[src/rtl/seg_chk_pkg.sv]
package seg_chk_pkg;
  localparam int SEL_W   = 16;
  localparam int IDX_W   = 13;
  localparam int TI_BIT  = 2;
  localparam int OFF_W   = 16;
endpackage

[src/rtl/seg_sel_decode.sv]
module seg_sel_decode
  import seg_chk_pkg::*;
#(
  parameter int ADDR_W = 64,
  parameter int LIM_W  = 32
) (
  input  logic [IDX_W-1:0]  index_i,
  input  logic              ti_i,
  input  logic [ADDR_W-1:0] lt_base_i,
  input  logic [LIM_W-1:0]  lt_limit_i,
  input  logic [SEL_W-1:0]  lt_sel_i,
  input  logic [ADDR_W-1:0] gt_base_i,
  input  logic [LIM_W-1:0]  gt_limit_i,
  output logic [ADDR_W-1:0] tbl_base_o,
  output logic [LIM_W-1:0]  tbl_limit_o,
  output logic [OFF_W-1:0]  offset_o,
  output logic              ldt_null_o,
  output logic              sel_null_o
);
  always_comb begin
    tbl_base_o  = ti_i ? lt_base_i  : gt_base_i;
    tbl_limit_o = ti_i ? lt_limit_i : gt_limit_i;
    offset_o    = {index_i, 3'b000};
    ldt_null_o  = ti_i && (lt_sel_i == '0);
    sel_null_o  = !ti_i && (index_i == '0);
  end
endmodule

[config.mk]
export PLATFORM = sky130hd
export DESIGN_NAME = seg_sel_decode
export DESIGN_NICKNAME = d
export VERILOG_FILES = /design/src/rtl/seg_chk_pkg.sv /design/src/rtl/seg_sel_decode.sv
export SDC_FILE = /design/constraint.sdc
export NUM_CORES = 1
export LEC_CHECK = 0
export BUFFER_PORTS_ARGS = -buffer_cell sky130_fd_sc_hd__buf_2
export CAP_MARGIN = 20
export CORE_AREA = 5 5 128 130
export DETAILED_ROUTE_END_ITERATION = 16
export DIE_AREA = 0 0 133 135
export SYNTH_ARGS = -nofsm -noshare
export SYNTH_HDL_FRONTEND = slang
export SYNTH_SLANG_ARGS = --single-unit
[constraint.sdc]
create_clock -name vclk -period 2.3
set_clock_uncertainty 0.2 [all_clocks]
set_input_delay 0.46 -clock vclk [all_inputs]
set_output_delay 0.46 -clock vclk [all_outputs]
set_load 0.005 [all_outputs]
# After elaboration in Yosys (flattened, before gate mapping)
# Index checks and enable logic that the tools add are counted.
dict set report classes {
  addsub 0
  n_mul 0
  div_mod_pow 0
  order_cmp 0
  eq_ne 0
  n_shift 0
  mux 2
  bitwise_logic 0
  n_reduce_logical 5
}
# cell count
set ops {}
lappend ops {{$mux 64} 1}
lappend ops {{$mux 32} 1}
lappend ops {{$logic_not 16->1} 1}
lappend ops {{$logic_not 13->1} 1}
lappend ops {{$logic_and 1x1->1} 2}
lappend ops {{$logic_not 1->1} 1}
dict set report word_totals {
  reg_bits 0
  latch_bits 0
  ramBits 0
  mem_bits_ro 0
  in_bits 222
  output_inout_bits 114
  word_cells 7
  mem_count 0
}

# Logic depth before layout (Yosys ltp)
dict set report depth {
  depth_word 2
  mapped_depth 5
  ltp_nobuf 3
}

# Least setup slack after synthesis
# Ideal clock, no wire load.
dict set report synth_path {
  path_kind {input -> output}
  from {input port ti_i}
  to {output port sel_null_o}
  arrival_ps 1322
  required_ps 1640
  setup_slack_ps 318
  path_stages 3
  n_path_buf 1
  path_cell_list {buf_6 > or4_4 > nor4_2}
}
dict set report synth_via {
  elab_chain_cells 2
}
# item line_no
set synth_lines {}
lappend synth_lines {{start: declaration} seg_sel_decode.sv:8} ;# input logic ti_i,
lappend synth_lines {{$logic_not 1->1} seg_sel_decode.sv:25} ;# sel_null_o = !ti_i && (index_i == '0);
lappend synth_lines {{$logic_and 1x1->1} seg_sel_decode.sv:25}
lappend synth_lines {{end: declaration} seg_sel_decode.sv:18} ;# output logic sel_null_o
# No other way between the ends.

# Final worst setup path
# Ends and elaborated chain as after synthesis.

==> flow_summary.json <==
{
  "status": "finished clean",
  "grt_overflow": 0,
  "routed_wl_um": 10300,
  "fin_setup_tns_ps": 0,
  "num_rows": 45,
  "seq_cell_count": 0,
  "holdPathStages": 2,
  "dpl.hpwl_um": 9590,
  "gp_congestion": 0.751,
  "min_to": "offset_o[8]",
  "synthesis.instances": 135,
  "ioPinCount": 336,
  "regArea_um2": 0,
  "yosysUniqueCellTypes": 12,
  "p_int_mw": 0.352,
  "cp-startpoint": "ti_i",
  "seqPwrFrac_pct": 0,
  "portBuffers": 333,
  "critPathRequiredTime_ps": 1640,
  "vias": 2345,
  "ant_nets": 0,
  "drcViolationCount": 0,
  "finalPower_mw": 0.575,
  "wl_met3_um": 1230,
  "post-route-min-period_ps": 2160,
  "grt_usage_pct": 9.98,
  "ctsResizeCount": 0,
  "coreArea_um2": 15000,
  "die_x_um": 133,
  "antenna_found_initial": 1,
  "power_density_nw_per_um2": 184,
  "grt_start_max_net_pins": 60,
  "crit_type": "primary input to primary output",
  "multi_input_area_um2": 1180,
  "cp_max_fo": 5,
  "wl_per_cell_um": 16.3,
  "grt_pass1_vias": 2544,
  "met2_length_um": 5260,
  "drt_iter0_drc": 32,
  "areaGrowthSynthToFinish_pct": 131,
  "fillers": 1691,
  "hp-start": "index_i[5]",
  "cp.arrival_ps": 1500,
  "nNetsFinal": 670,
  "hold_violations": 0,
  "cp-start-kind": "primary input",
  "grt_pass1_wl_um": 14300,
  "setup_viol": 0,
  "wl_met1_um": 3810,
  "maxCapViolCount": 0,
  "slew_violations": 0,
  "die_height_um": 135,
  "die_area_um2": 18000,
  "hold_buffers": 0,
  "timing.fmax_ghz": 0.464,
  "p_sw_share_pct": 38.8,
  "p_clk_share_pct": 0,
  "p_sw_mw": 0.223,
  "clockBufferCount": 0,
  "fin_crit_sh_pct": 93.8,
  "rsz0062_at_grt": "no",
  "post_cts_buffers": 0,
  "p_comb_share_pct": 100.0,
  "hold_class": "primary input to primary output",
  "synth_warnings": 0,
  "top_layer_used": "met4",
  "via_per_inst": 3.70,
  "syn-cell-area_um2": 1350,
  "ys_seq_area_share_pct": 0,
  "initial_utilization_pct": 9.00,
  "whs_ps": 905,
  "syn_avg_cell_area_um2": 10.0,
  "drt-pass1-iter-count": 2,
  "leakage_nw": 1.73,
  "insertedDiodeCount": 0,
  "drive_gt1_share_pct": 97.5,
  "peakVddDrop_v": 0.0000811,
  "endpoint_kind": "primary output"
}
[layout make-up]
type / count / share of cell area (%)
Multi-Input combinational cell: 110 / 37.6
Timing Repair Buffer: 336 / 54.9
Tap cell: 188 / 7.52
[metrics by stage]
| stage | worst slack, ps | util (%) | std cells | cell area, um2 |
|---|---|---|---|---|
| 5_1_grt | 88.3 | 20.8 | 634 | 3130 |
| 4_1_cts | 122 | 20.8 | 634 | 3130 |
| 6_report | 143 | 20.8 | 634 | 3130 |
| 3_3_place_gp | 118 | 20.8 | 634 | 3130 |
| 3_5_place_dp | 131 | 20.8 | 634 | 3130 |
| 2_1_floorplan | 318 | - | 137 | 1360 |
[layer usage]
layer | global-route usage (%) | up-vias
met3 | 3.02 | 2
met4 | 0 | 0
met1 | 11.4 | 1029
li1 | - | 1116
met2 | 19.3 | 198
met5 | 0 | -
[cells in the final DEF (no fill, tap or decap), types with 2 or more instances in the layout]
master,count
buf_4,2
mux2_2,96
nor4_1,5
buf_2,332
buf_12,2
conb_1,3
[how the worst max path moves through the flow]
stage               slack [ps]         end  cells after the start
detailed placement         130  sel_null_o                      4
global placement           120  sel_null_o                      4
floorplan                  320  sel_null_o                      3
finish                     140  sel_null_o                      4
CTS                        120  sel_null_o                      4
global route                90  sel_null_o                      4
[Yosys cell counts]
master	number	share of area, %
nand4_1	1	0.46
or4_4	1	0.83
conb_1	1	0.28
nor4_2	1	0.92
nand2_1	1	0.28
nor4_1	5	2.3
buf_6	1	0.83
buf_2	9	3.3
nor4b_2	1	1.1
nor2_1	1	0.28
buf_4	17	9.4
mux2_2	96	80
[critical path: stages]
cell and delay, ps:
buf_4 150, or4_4 530, nor4_2 200, buf_2 150
[kinds of logic after synthesis]
logic type | count (synthesis) | share of synthesized area [%]
simple gates | 11 | 6.20
mux | 96 | 79.9
other cells | 1 | 0.277
buf+inv | 27 | 13.6
[power by group through the flow]
| stage | Combinational (mW) | Sequential, mW | Clock, mW |
|---|---|---|---|
| detailed placement | 0.582 | 0 | 0 |
| floorplan | 0.230 | 0 | 0 |
| CTS | 0.586 | 0 | 0 |
| global route | 0.628 | 0 | 0 |
| finish | 0.575 | 0 | 0 |
| global placement | 0.580 | 0 | 0 |
(Power assumes the default switching activity.)
